## src/rtl/digit_seq_pkg.sv

```systemverilog
package digit_seq_pkg;
  localparam int unsigned DIGIT_W = 4;
  localparam int unsigned SEG_W   = 7;
  localparam int unsigned MAX_POS = 32;

  typedef logic [DIGIT_W-1:0] digit_t;
  typedef logic [SEG_W-1:0]   seg_t;
endpackage

```

## src/rtl/seq_index_ctr.sv

```systemverilog
module seq_index_ctr #(
  parameter int unsigned SEQ_LEN = 18,
  parameter int unsigned IDX_W   = 5
) (
  input  logic             clk_i,
  input  logic             rst_i,
  input  logic             adv_i,
  output logic [IDX_W-1:0] idx_o
);
  localparam logic [IDX_W-1:0] LAST = IDX_W'(SEQ_LEN - 1);

  logic [IDX_W-1:0] pos_q;

  // Reset first, then escape from unreachable codes, then a wrapping step.
  always_ff @(posedge clk_i) begin
    if (rst_i) begin
      pos_q <= '0;
    end else if (pos_q > LAST) begin
      pos_q <= '0;
    end else if (adv_i) begin
      pos_q <= (pos_q == LAST) ? '0 : pos_q + 1'b1;
    end
  end

  assign idx_o = pos_q;
endmodule

```

## src/rtl/seq_digit_lut.sv

```systemverilog
module seq_digit_lut
  import digit_seq_pkg::*;
#(
  parameter int unsigned ID_LEN    = 8,
  parameter logic [ID_LEN*DIGIT_W-1:0] ID_BCD = 32'h2727_3289,
  parameter int unsigned PAD_ZEROS = 2,
  parameter int unsigned SEQ_LEN   = 18,
  parameter int unsigned IDX_W     = 5
) (
  input  logic [IDX_W-1:0] idx_i,
  output digit_t           digit_o
);
  localparam int unsigned SLOTS = 1 << IDX_W;

  function automatic digit_t entry_at(int unsigned k);
    digit_t d;
    int unsigned src;
    d = '0;
    if (k < ID_LEN) begin
      d = ID_BCD[(ID_LEN - 1 - k) * DIGIT_W +: DIGIT_W];
    end else if (k >= ID_LEN + PAD_ZEROS && k < SEQ_LEN) begin
      src = k - ID_LEN - PAD_ZEROS;
      d = ID_BCD[(ID_LEN - 1 - src) * DIGIT_W +: DIGIT_W];
      d = (d >= 4'd9) ? 4'd0 : d + 4'd1;
    end
    return d;
  endfunction

  digit_t table_w [SLOTS];

  for (genvar k = 0; k < SLOTS; k++) begin : g_slot
    localparam digit_t VAL = entry_at(k);
    assign table_w[k] = VAL;
  end

  assign digit_o = table_w[idx_i];
endmodule

```

## src/rtl/hex_seg_decoder.sv

```systemverilog
module hex_seg_decoder
  import digit_seq_pkg::*;
(
  input  digit_t code_i,
  output seg_t   seg_n_o
);
  seg_t lit;

  // Active-high glyphs, bit order {g,f,e,d,c,b,a}.
  always_comb begin
    unique case (code_i)
      4'h0: lit = 7'h3F;
      4'h1: lit = 7'h06;
      4'h2: lit = 7'h5B;
      4'h3: lit = 7'h4F;
      4'h4: lit = 7'h66;
      4'h5: lit = 7'h6D;
      4'h6: lit = 7'h7D;
      4'h7: lit = 7'h07;
      4'h8: lit = 7'h7F;
      4'h9: lit = 7'h6F;
      4'hA: lit = 7'h77;
      4'hB: lit = 7'h7C;
      4'hC: lit = 7'h39;
      4'hD: lit = 7'h5E;
      4'hE: lit = 7'h79;
      default: lit = 7'h71;
    endcase
  end

  assign seg_n_o = ~lit;
endmodule

```

## src/rtl/digit_seq_display.sv

```systemverilog
module digit_seq_display
  import digit_seq_pkg::*;
#(
  parameter int unsigned ID_LEN    = 8,
  parameter logic [ID_LEN*DIGIT_W-1:0] ID_BCD = 32'h2727_3289,
  parameter int unsigned PAD_ZEROS = 2,
  localparam int unsigned SEQ_LEN  = 2 * ID_LEN + PAD_ZEROS,
  localparam int unsigned IDX_W    = (SEQ_LEN > 1) ? $clog2(SEQ_LEN) : 1
) (
  input  logic             clk_i,
  input  logic             rst_i,
  input  logic             adv_i,
  output logic [3:0]       digit_o,
  output logic [6:0]       seg_n_o,
  output logic [IDX_W-1:0] idx_o
);
  if (SEQ_LEN > MAX_POS) begin : g_len_bad
    $error("digit_seq_display: list of %0d entries exceeds %0d", SEQ_LEN, MAX_POS);
  end

  for (genvar i = 0; i < ID_LEN; i++) begin : g_id_chk
    if (ID_BCD[i*DIGIT_W +: DIGIT_W] > 9) begin : g_bad
      $error("digit_seq_display: identifier nibble %0d is not decimal", i);
    end
  end

  logic [IDX_W-1:0] pos_w;
  digit_t           digit_w;

  seq_index_ctr #(
    .SEQ_LEN(SEQ_LEN),
    .IDX_W  (IDX_W)
  ) i_ctr (
    .clk_i(clk_i),
    .rst_i(rst_i),
    .adv_i(adv_i),
    .idx_o(pos_w)
  );

  seq_digit_lut #(
    .ID_LEN   (ID_LEN),
    .ID_BCD   (ID_BCD),
    .PAD_ZEROS(PAD_ZEROS),
    .SEQ_LEN  (SEQ_LEN),
    .IDX_W    (IDX_W)
  ) i_lut (
    .idx_i  (pos_w),
    .digit_o(digit_w)
  );

  hex_seg_decoder i_seg (
    .code_i (digit_w),
    .seg_n_o(seg_n_o)
  );

  assign idx_o   = pos_w;
  assign digit_o = digit_w;
endmodule

```

## config.mk

```make
export PLATFORM = sky130hd
export DESIGN_NAME = digit_seq_display
export DESIGN_NICKNAME = d
export VERILOG_FILES = /design/src/rtl/digit_seq_pkg.sv /design/src/rtl/seq_index_ctr.sv /design/src/rtl/seq_digit_lut.sv /design/src/rtl/hex_seg_decoder.sv /design/src/rtl/digit_seq_display.sv
export SDC_FILE = /design/constraint.sdc
export NUM_CORES = 1
export LEC_CHECK = 0
export BUFFER_PORTS_ARGS = -buffer_cell sky130_fd_sc_hd__buf_2
export CAP_MARGIN = 40
export CORE_MARGIN = 4
export CORE_UTILIZATION = 46
export CTS_BUF_LIST = sky130_fd_sc_hd__clkbuf_2
export CTS_CLUSTER_DIAMETER = 80
export DETAILED_ROUTE_END_ITERATION = 10
export PLACE_DENSITY = 0.73
export SLEW_MARGIN = 40
export SYNTH_ARGS = -nofsm -noshare
export SYNTH_HDL_FRONTEND = slang
export SYNTH_SLANG_ARGS = --single-unit
```

## constraint.sdc

```tcl
create_clock -name clk_i -period 2.7 [get_ports clk_i]
set_clock_uncertainty 0.1 [all_clocks]
set_input_delay 0.54 -clock clk_i [delete_from_list [all_inputs] [get_ports clk_i]]
set_output_delay 0.54 -clock clk_i [all_outputs]
set_load 0.02 [all_outputs]
```

==> results by group, run 1 <==
Synthesis
  – FF+latch count, synth: 5
  – Seq/Total Area, Yosys: 13.4%
  – Gate Count Post-Synth: slightly below 100
  – Yosys cell types: 40
  – Synth Net Count: 113
  – Mapped Avg Cell Area: 7.57 sq um
  – Yosys warnings: 0
  – Mapped Area: around 750 sq um

Worst setup path
  – Crit-path max FO: 5
  – CP Capture Type: output port
  – Crit Path Category: reg -> out
  – Startpoint Class: flop
  – Critical path required time: 2.06 ns
  – Worst EP arrival: 2.36 ns

Die
  – I/O Pins: 19
  – Core area: 1520 sq um
  – DIE WIDTH: between 40 and 50 um
  – Die area: 2340 sq um
  – # rows: 14
  – Starting Density: 49.2%
  – Die Y-Extent: between 40 and 50 um

Place
  – Port bufs: 18
  – Area post-placement: 971 sq um
  – HPWL Detailed: roughly 1.6 mm
  – DP Cell Count: 145
  – Global placer's final weighted congestion: between 0.7 and 0.8

Cells and area
  – Fin cells: 166
  – P&R area growth vs syn: 78.0%
  – Ratio of cells with drive above 1 in the final layout: between 60% and 70%
  – Final instance area: roughly 1300 sq um
  – Fillers: ~70
  – Layout net count: 165
  – Antenna cell count: 0
  – Final core area utilization: 87.5%
  – Max reg flops: 5

Timing
  – Final hold vios: 0
  – Slew at the pin with the worst max-slew slack: 0.553 ns
  – Fmax achieved: ~330 MHz
  – Setup ws final: -0.303 ns
  – Final period util: 111%
  – Post-layout min period: between 3 and 4 ns
  – Final hold slack: 0.384 ns
  – Final setup TNS: -1.59 ns
  – # setup viols final: 7
  – Worst slew margin: between 60% and 70%
  – Unrepaired setup endpoints after global routing: yes
  – Slew Limit Fails: 0

CTS
  – Clock latency on the worst-skew pair: roughly 0.25 ns
  – Clock Pin Slew Worst Setup and Hold Paths: 0.08 ns
  – CTS Hold Buffers Added: 0
  – Clock tree buffer depth: 2
  – Cts bufs inserted: 3
  – CTS tree: done
  – H-tree depth: 1
  – Root Buffer: clkbuf_2
  – CTS Sinks: 5

GRT
  – First-pass GRT wire length: 3.98 mm
  – Total GRT Usage: 20.5%
  – Vias in the first global route: 849
  – Largest net degree at the start of global routing: 14
  – Initial antenna violation count: 0
  – GRT Residual Overflow: 0

Power
  – Switch Pwr: 0.135 mW
  – VDD IR max: 0.220 mV
  – Net Sw Frac: 41.0%
  – Internal power: 0.194 mW
  – Flop pwr share: 23.9%
  – Leak: 0.626 nW
  – Power per cell area: 247 nW/um^2
  – Power share of the combinational group: about half
  – Clk pwr share: 25.1%

Routing
  – DRC viols: 0
  – Routed Antenna Nets: 0
  – WL final: 3.41 mm
  – Via/cell ratio: 6.18
  – DR pass1 iterations: 4
  – Via Count: 1026
  – Iter 0 DRT Violations: 49
  – Drt wl/cell: 20.5 um

Outcome
  – Failing checks: setup timing
  – Outcome: finished with violations

Run
  – Max-cap viol count: 0

Min path
  – HP Class: in -> reg
[synth_stat cells]
master | instances | share of area, %
nand2_4 | 1 | 1.5
mux2_2 | 1 | 1.5
a21oi_1 | 3 | 2.0
xor2_1 | 1 | 1.2
or3_1 | 2 | 1.7
a211o_1 | 1 | 1.2
a21o_2 | 1 | 1.2
o211a_1 | 1 | 1.3
a21o_1 | 1 | 1.0
and2_1 | 1 | 0.84
dfxtp_1 | 5 | 13
nand4_1 | 1 | 0.84
nor3_1 | 1 | 0.67
inv_2 | 1 | 0.50
o21ai_0 | 8 | 5.3
a31oi_1 | 3 | 2.5
a22o_1 | 2 | 2.3
and2_2 | 1 | 1.0
clkbuf_1 | 2 | 1.0
o311ai_0 | 1 | 1.2
mux2i_1 | 2 | 2.7
a211oi_1 | 2 | 2.0
o211ai_2 | 1 | 1.7
inv_1 | 7 | 3.5
nor3b_1 | 1 | 1.0
nand2_1 | 10 | 5.0
or3b_1 | 1 | 1.2
or2b_2 | 1 | 1.2
buf_6 | 3 | 4.5
o211ai_1 | 2 | 2.0
a311oi_1 | 1 | 1.2
a22oi_1 | 1 | 1.0
nand3_1 | 3 | 2.0
o22ai_1 | 1 | 0.84
nor2_1 | 8 | 4.0
ha_1 | 11 | 18
xnor2_1 | 1 | 1.2
or3_2 | 2 | 2.0
o31ai_1 | 1 | 1.0
nor2b_1 | 2 | 1.7
[critical path: stages (launching register included)]
cell and delay (ns):
dfxtp_4 0.36, clkinvlp_4 0.13, ha_4 0.26, nand2_2 0.07
o21ai_2 0.06, a211o_4 0.38, ha_2 0.21, or3_1 0.36
o211a_1 0.14, buf_6 0.13
[worst paths after layout]
check	startpoint	endpoint	cells past startpoint	slack (ns)
worst min register to register	i_ctr.idx_o[1]	i_ctr.idx_o[1]	4	0.72
worst min-delay path	rst_i	i_ctr.idx_o[3]	2	0.38
worst max register to register	i_ctr.idx_o[2]	i_ctr.idx_o[2]	5	0.83
worst max-delay path	i_ctr.idx_o[0]	seg_n_o[0]	9	-0.30
[power groups by stage]
stage | Sequential [mW] | Combinational, mW | Clock [mW]
floorplan | 0.0841 | 0.0628 | 0
global placement | 0.0796 | 0.105 | 0
detailed placement | 0.0798 | 0.108 | 0
CTS | 0.0782 | 0.132 | 0.0795
global route | 0.0790 | 0.177 | 0.0867
finish | 0.0789 | 0.168 | 0.0827
[per-layer routing]
metal | GRT usage (%) | part of all wire, % | up-vias
met4 | 6.91 | 3.3 | 0
met5 | 0 | 0 | -
met1 | 25.4 | 39 | 493
li1 | - | - | 460
met2 | 34.8 | 52 | 57
met3 | 3.99 | 5.5 | 16
[logic make-up (layout without fill, tap and decap cells)]
logic type / after synthesis / after routing / share of synthesized area, %
AOI/OAI and AO/OA: 30 / 30 / 27.7
and+or+nand+nor: 35 / 35 / 24.5
buffers and inverters: 13 / 64 / 9.52
adders and majority gates: 11 / 11 / 18.4
muxes: 3 / 3 / 4.17
xor gates and xnor gates: 2 / 2 / 2.34
DFF: 5 / 5 / 13.4
[cells in the final DEF, fill, tap and decap left out, types with 2 or more instances in the layout]
| cell type | Yosys | layout |
|---|---|---|
| buf_4 | 0 | 31 |
| buf_2 | 0 | 12 |
| buf_6 | 3 | 9 |
| nor2_1 | 8 | 6 |
| nand2_1 | 10 | 6 |
| ha_4 | 0 | 6 |
| o21ai_0 | 8 | 5 |
| clkbuf_2 | 0 | 4 |
| nand2_2 | 0 | 3 |
| a21oi_1 | 3 | 3 |
| inv_1 | 7 | 3 |
| ha_1 | 11 | 3 |
| inv_2 | 1 | 2 |
| nand2_4 | 1 | 2 |
| or3_1 | 2 | 2 |
| o21ai_1 | 0 | 2 |
| nand3_2 | 0 | 2 |
| a22o_1 | 2 | 2 |
| nor2b_1 | 2 | 2 |
| a31oi_1 | 3 | 2 |
| o211ai_1 | 2 | 2 |
| ha_2 | 0 | 2 |
| dfxtp_4 | 0 | 2 |
| dfxtp_1 | 5 | 2 |
[timing repair]
item                       in CTS  in global routing
resized for setup              31                 25
pin swaps                      10                  6
setup endpoints to repair       7                  7
setup buffers                   9                  9
cloned                          0                  0
[cell type report]
class / count / area, sq um / share of cell area, %
multi-input cells: 81 / 749 / 56.2
repair buffers: 52 / 394 / 29.5
flip-flops and latches: 5 / 109 / 8.16
inverters: 8 / 41.3 / 3.10
clock buffers: 4 / 20.0 / 1.50
well taps: 16 / 20.0 / 1.50
[through the flow]
step | total power [mW] | setup WS [ns]
after floorplan | 0.147 | 0.00982
after detailed placement | 0.188 | -0.0854
after global placement | 0.184 | -0.0126
after CTS | 0.290 | -0.219
final | 0.330 | -0.303
after global routing | 0.343 | -0.370
(Power assumes the default switching activity.)
==> inputs of run 2 (changes only) <==
--- a/config.mk
+++ b/config.mk
@@ -5,6 +5,7 @@
 export SDC_FILE = /design/constraint.sdc
 export NUM_CORES = 1
 export LEC_CHECK = 0
+export ABC_AREA = 1
 export BUFFER_PORTS_ARGS = -buffer_cell sky130_fd_sc_hd__buf_2
 export CAP_MARGIN = 40
 export CORE_MARGIN = 4
@@ -12,7 +13,8 @@
 export CTS_BUF_LIST = sky130_fd_sc_hd__clkbuf_2
 export CTS_CLUSTER_DIAMETER = 80
 export DETAILED_ROUTE_END_ITERATION = 10
-export PLACE_DENSITY = 0.73
+export PLACE_DENSITY = 0.74
+export SETUP_SLACK_MARGIN = 0.5
 export SLEW_MARGIN = 40
 export SYNTH_ARGS = -nofsm -noshare
 export SYNTH_HDL_FRONTEND = slang
==> results by group, run 2 <==
Synthesis
  – Compound-cell area share of the yosys netlist: 9.75%
  – Async SR Flop Fraction: 0%
  – Gate Count Post-Synth: 113
  – Mapped Area: between 700 and 800 sq um
  – Area fraction in and, or, nand and nor cells after synthesis: 42.4%
  – FF+latch count, synth: 5
  – Synth Flop Type: dfxtp_1
  – Yosys top cell by area: nand2_1
  – Top cell type's share of synthesized area: a little over a fifth
  – Synth Net Count: ~130
  – Largest family of logic cells by synthesized area: simple AND/OR/NAND/NOR gates
  – Most common cell in the netlist: nand2_1
  – Top post-synthesis cells by count: 40 x nand2_1, 17 x nand3_1, 13 x inv_1, 11 x ha_1, 5 x dfxtp_1
  – Yosys warnings: 0
  – Post-synthesis mux area share: 0%
  – Adder-Cell Fraction of Synth Area: 19.5%
  – Yosys cell types: 22
  – Post-synth EDFFs: 0
  – Synth top area cells: nand2_1 21%, ha_1 20%, dfxtp_1 14%
  – Area share of xor/xnor cells in the synthesized design: 2.48%
  – Seq/Total Area, Yosys: 14.2%
  – Mapped Avg Cell Area: roughly 6.2 sq um

Worst setup path
  – Reg-to-reg slack, setup: around 1.1 ns
  – CP Capture Type: output port
  – Critical path cell sequence: inv_4 -> ha_4 -> inv_2 -> nand2_4 -> nand3_2 -> nand3_4 -> nand2_4 -> inv_4 -> ha_4 -> o21ai_2 -> nand2_1 -> nand2_2 -> buf_6
  – Startpoint Class: flop
  – Crit Path Category: reg -> out
  – CP max-delay cell: dfxtp_4
  – Crit-path max FO: 5
  – Critical path required time: roughly 2.1 ns
  – CP peak stage delay: 0.37 ns
  – Worst EP arrival: ~2.0 ns

Cells and area
  – Antenna cell count: 0
  – Fillers: 93
  – Layout net count: 156
  – Most frequent cells in the layout: 31 x nand2_1, 12 x nand3_1, 11 x buf_2
  – Fin cells: around 160
  – Final core area utilization: approximately 78%
  – Max reg flops: 5
  – P&R area growth vs syn: 51.8%
  – Ratio of cells with drive above 1 in the final layout: 52.5%
  – Most common cell after layout, fill and taps aside: nand2_1

Timing
  – Final period util: 98.2%
  – Unrepaired setup endpoints after global routing: yes
  – Fmax achieved: 377 MHz
  – # setup viols final: 0
  – Final setup TNS: 0 ns
  – Slew at the pin with the worst max-slew slack: 0.346 ns
  – Slew Limit Fails: 0
  – Final hold vios: 0
  – Final hold slack: 0.419 ns
  – Post-layout min period: around 2.7 ns
  – Worst slew margin: 76.9%

GRT
  – Largest net degree at the start of global routing: 11
  – First-pass GRT wire length: ~3.4 mm
  – Vias in the first global route: 765
  – GRT Residual Overflow: 0
  – Initial antenna violation count: 0
  – Total GRT Usage: 22.9%

CTS
  – CTS tree: done
  – Clock latency on the worst-skew pair: 0.25 ns
  – CTS Hold Buffers Added: 0
  – CTS Sinks: 5
  – Clock tree buffer depth: 2
  – H-tree depth: 1
  – Cts bufs inserted: 3
  – Root Buffer: clkbuf_2
  – Clock Pin Slew Worst Setup and Hold Paths: 0.06 ns

Power
  – Leak: between 0.5 and 0.6 nW
  – VDD IR max: roughly 0.22 mV
  – Power per cell area: 271 nW/um^2
  – Total power: 0.290 mW

Place
  – DP Cell Count: 145
  – HPWL Detailed: 1.43 mm
  – Global placer's final weighted congestion: 0.867
  – Port bufs: 18

Routing
  – DRC viols: 0
  – Via/cell ratio: 5.52
  – Routed Antenna Nets: 0
  – WL final: 2.29 mm
  – Via Count: approximately 860
  – DR pass1 iterations: 4
  – Drt wl/cell: 14.7 um
  – Iter 0 DRT Violations: 57

Die
  – # rows: 13
  – Core area: between 1000 and 1500 sq um
  – Die area: 2220 sq um
  – DIE WIDTH: 47.2 um
  – I/O Pins: 19
  – Die Y-Extent: 47.2 um
  – Starting Density: 51.6%

Run
  – Max-cap viol count: 0

Outcome
  – Outcome: complete, no violations

Min path
  – HP Class: reg -> reg
run 2: worst paths after layout:
check                        end  depth (start not counted)            from
setup / recovery      seg_n_o[3]                         13  i_ctr.idx_o[1]
setup reg to reg  i_ctr.idx_o[4]                          8  i_ctr.idx_o[0]
hold reg to reg   i_ctr.idx_o[0]                          2  i_ctr.idx_o[0]
hold / removal    i_ctr.idx_o[0]                          2  i_ctr.idx_o[0]
run 2: what timing repair did:
action | in CTS | in global routing
endpoints found under the hold margin | 0 | 0
buffers inserted | 3 | 4
pin swaps | 5 | 4
cloned | 0 | 0
gates resized for setup | 20 | 11
setup endpoints to repair | 7 | 10
run 2: final cells by class:
class                           instances  area (sq um)  area share [%]
Sequential cell                         5           110            10.3
Multi-Input combinational cell         90           654            61.1
Timing Repair Buffer                   25           186            17.4
Clock buffer                            4          20.0            1.87
Inverter                               17          81.3            7.59
Tap cell                               15          18.8            1.75
run 2: metrics by stage:
stage	area, sq um	worst slack, ns
2_1_floorplan	791	0.400
3_3_place_gp	888	0.306
3_5_place_dp	888	0.267
4_1_cts	1000	0.135
5_1_grt	1070	-0.0172
6_report	1070	0.0491
run 2: per-layer routing:
layer | GRT usage (%) | wire length [um] | up-vias
li1 | - | - | 420
met2 | 32.2 | 1040 | 56
met5 | 0 | 0 | -
met3 | 8.43 | 203 | 8
met4 | 14.9 | 76 | 0
met1 | 29.0 | 975 | 377
run 2: worst max-delay path: cells and delay by family, from the launching register on:
family	cells	cell delay (ns)
and+or+nand+nor	6	0.51
adders and majority gates	2	0.46
DFF	1	0.37
buffers and inverters	4	0.29
AOI/OAI and AO/OA	1	0.12
run 2: power breakdown:
part / switching [mW] / internal [mW]
registers: 0.00348 / 0.0760
clock network: 0.0367 / 0.0391
logic: 0.0802 / 0.0548
run 2: kinds of logic after synthesis:
group,after synthesis
xor gates and xnor gates,2
AOI/OAI and AO/OA,12
buffers and inverters,18
DFF,5
and+or+nand+nor,65
adders and majority gates,11
==> inputs of run 3 (changes only) <==
==> constraint.sdc (replaced) <==
create_clock -name clk_i -period 2.4 [get_ports clk_i]
set_clock_uncertainty 0.1 [all_clocks]
set_input_delay 0.48 -clock clk_i [delete_from_list [all_inputs] [get_ports clk_i]]
set_output_delay 0.48 -clock clk_i [all_outputs]
set_load 0.02 [all_outputs]
==> results by group, run 3 (synthesized netlist as in run 2, its figures left out) <==
Outcome
  – Outcome: finished with violations
  – Failing checks: setup timing

CTS
  – Cts bufs inserted: 3
  – Clock Pin Slew Worst Setup and Hold Paths: ~0.07 ns
  – Clock tree buffer depth: 2
  – H-tree depth: 1
  – CTS tree: done
  – CTS Sinks: 5
  – Root Buffer: clkbuf_2
  – Clock latency on the worst-skew pair: 0.24 ns

Die
  – Die area: 2220 sq um
  – DIE WIDTH: 47.2 um
  – # rows: 13
  – Starting Density: 51.6%
  – Core area: 1370 sq um
  – I/O Pins: 19
  – Die Y-Extent: 47.2 um

GRT
  – Total GRT Usage: 21.6%
  – M2 GR Usage: 32.5%
  – M3 GR Usage: 6.90%
  – Gr busiest metal: met2
  – Met1 GRT Util: between 20% and 30%
  – Vias in the first global route: 732
  – Initial antenna violation count: 0
  – First-pass GRT wire length: ~3.3 mm
  – GRT Residual Overflow: 0
  – Largest net degree at the start of global routing: 10

Cells and area
  – Most common cell after layout, fill and taps aside: nand2_1
  – Most frequent cells in the layout: 26 x nand2_1, 14 x buf_4, 11 x nand2_2, 11 x buf_6, 10 x nand3_1
  – Ratio of cells with drive above 1 in the final layout: 60.9%
  – Final core area utilization: about 93%
  – Fin cells: between 150 and 200
  – Layout net count: 166
  – P&R area growth vs syn: 80.3%
  – Max reg flops: 5
  – Antenna cell count: 0
  – Final instance area: 1270 sq um

Worst setup path
  – Critical path cell sequence: inv_4 -> ha_4 -> inv_2 -> nand2_4 -> nand3_4 -> nand3_4 -> nand2_4 -> ha_2 -> nand2_4 -> nand2_1 -> nand2_1 -> o21ai_2 -> buf_4
  – Startpoint Class: flop
  – Cell mode on critical path: nand2_4
  – Crit Path Category: reg -> out
  – CP Capture Type: output port
  – CP peak stage delay: roughly 0.37 ns
  – Crit-path max FO: 5
  – Critical path required time: roughly 1.8 ns
  – CP max-delay cell: dfxtp_4
  – Worst EP arrival: 2.07 ns

Power
  – Net Sw Frac: a little over two fifths
  – Internal power: between 0.2 and 0.25 mW
  – Switch Pwr: 0.159 mW
  – VDD IR max: 0.377 mV
  – Power per cell area: between 200 and 300 nW/um^2
  – Leak: between 0.6 and 0.7 nW
  – Power share of the combinational group: a little over half
  – Flop pwr share: 23.6%
  – Total power: 0.379 mW
  – Clk pwr share: about 23%

Timing
  – Post-layout min period: about 2.6 ns
  – Final setup TNS: -1.34 ns
  – Unrepaired setup endpoints after global routing: yes
  – Final hold vios: 0
  – Slew Limit Fails: 0
  – Final hold slack: approximately 0.42 ns
  – Final period util: 110%
  – # setup viols final: 7
  – Fmax achieved: 378 MHz
  – Setup ws final: -0.246 ns
  – Worst slew margin: 71.0%
  – Slew at the pin with the worst max-slew slack: 0.436 ns

Place
  – HPWL Detailed: 1.39 mm
  – DP Cell Count: 148
  – Area post-placement: 911 sq um
  – Setup WS pre-CTS: approximately 0.056 ns
  – Port bufs: 18
  – Global placer's final weighted congestion: 0.850

Routing
  – Via/cell ratio: between 6 and 7
  – Routed Antenna Nets: 0
  – DR pass1 iterations: 5
  – WL final: 3.36 mm
  – Via Count: 1065
  – Iter 0 DRT Violations: 103
  – Drt wl/cell: 20.3 um
  – DRC viols: 0

Run
  – Max-cap viol count: 0

Min path
  – HP Class: reg -> reg
[run 3: final timing paths]
kind             startpoint             end  slack [ns]  depth (start not counted)
max          i_ctr.idx_o[1]      seg_n_o[6]       -0.25                         13
min          i_ctr.idx_o[0]  i_ctr.idx_o[0]        0.42                          2
min reg2reg  i_ctr.idx_o[0]  i_ctr.idx_o[0]        0.42                          2
max reg2reg  i_ctr.idx_o[0]  i_ctr.idx_o[4]        0.43                         10
[run 3: critical path, delay by kind of cell (launching register included)]
kind,cells,cell delay [ns]
AO/OA/AOI/OAI,1,0.07
adder cells (fa/ha/maj),2,0.49
buffers and inverters,3,0.27
flip-flops,1,0.37
AND/OR/NAND/NOR,7,0.62
[run 3: per-layer routing]
metal,up-vias,part of all wire (%)
met4,0,6.3
met1,466,36
li1,440,-
met3,38,12
met2,121,46
met5,-,0
[run 3: timing repair]
item	4_1_cts	5_1_grt
pin swaps	11	12
setup endpoints to repair	11	11
resized for setup	28	31
buffers inserted	8	5
hold buffers	0	0
endpoints found under the hold margin	0	0
cloned	0	1
[run 3: power groups by stage]
| stage | Combinational (mW) | Sequential, mW | Clock (mW) |
|---|---|---|---|
| CTS | 0.154 | 0.0891 | 0.0851 |
| global route | 0.211 | 0.0897 | 0.0950 |
| floorplan | 0.0835 | 0.0963 | 0 |
| finish | 0.203 | 0.0895 | 0.0864 |
| detailed placement | 0.115 | 0.0945 | 0 |
| global placement | 0.115 | 0.0938 | 0 |
[run 3: area by class of cell]
cell class / instances / area, sq um
repair buffers: 34 / 289
well taps: 15 / 18.8
multi-input cells: 91 / 748
flip-flops and latches: 5 / 110
fillers: 46 / 93.8
inverters: 17 / 86.3
clock buffers: 4 / 20.0
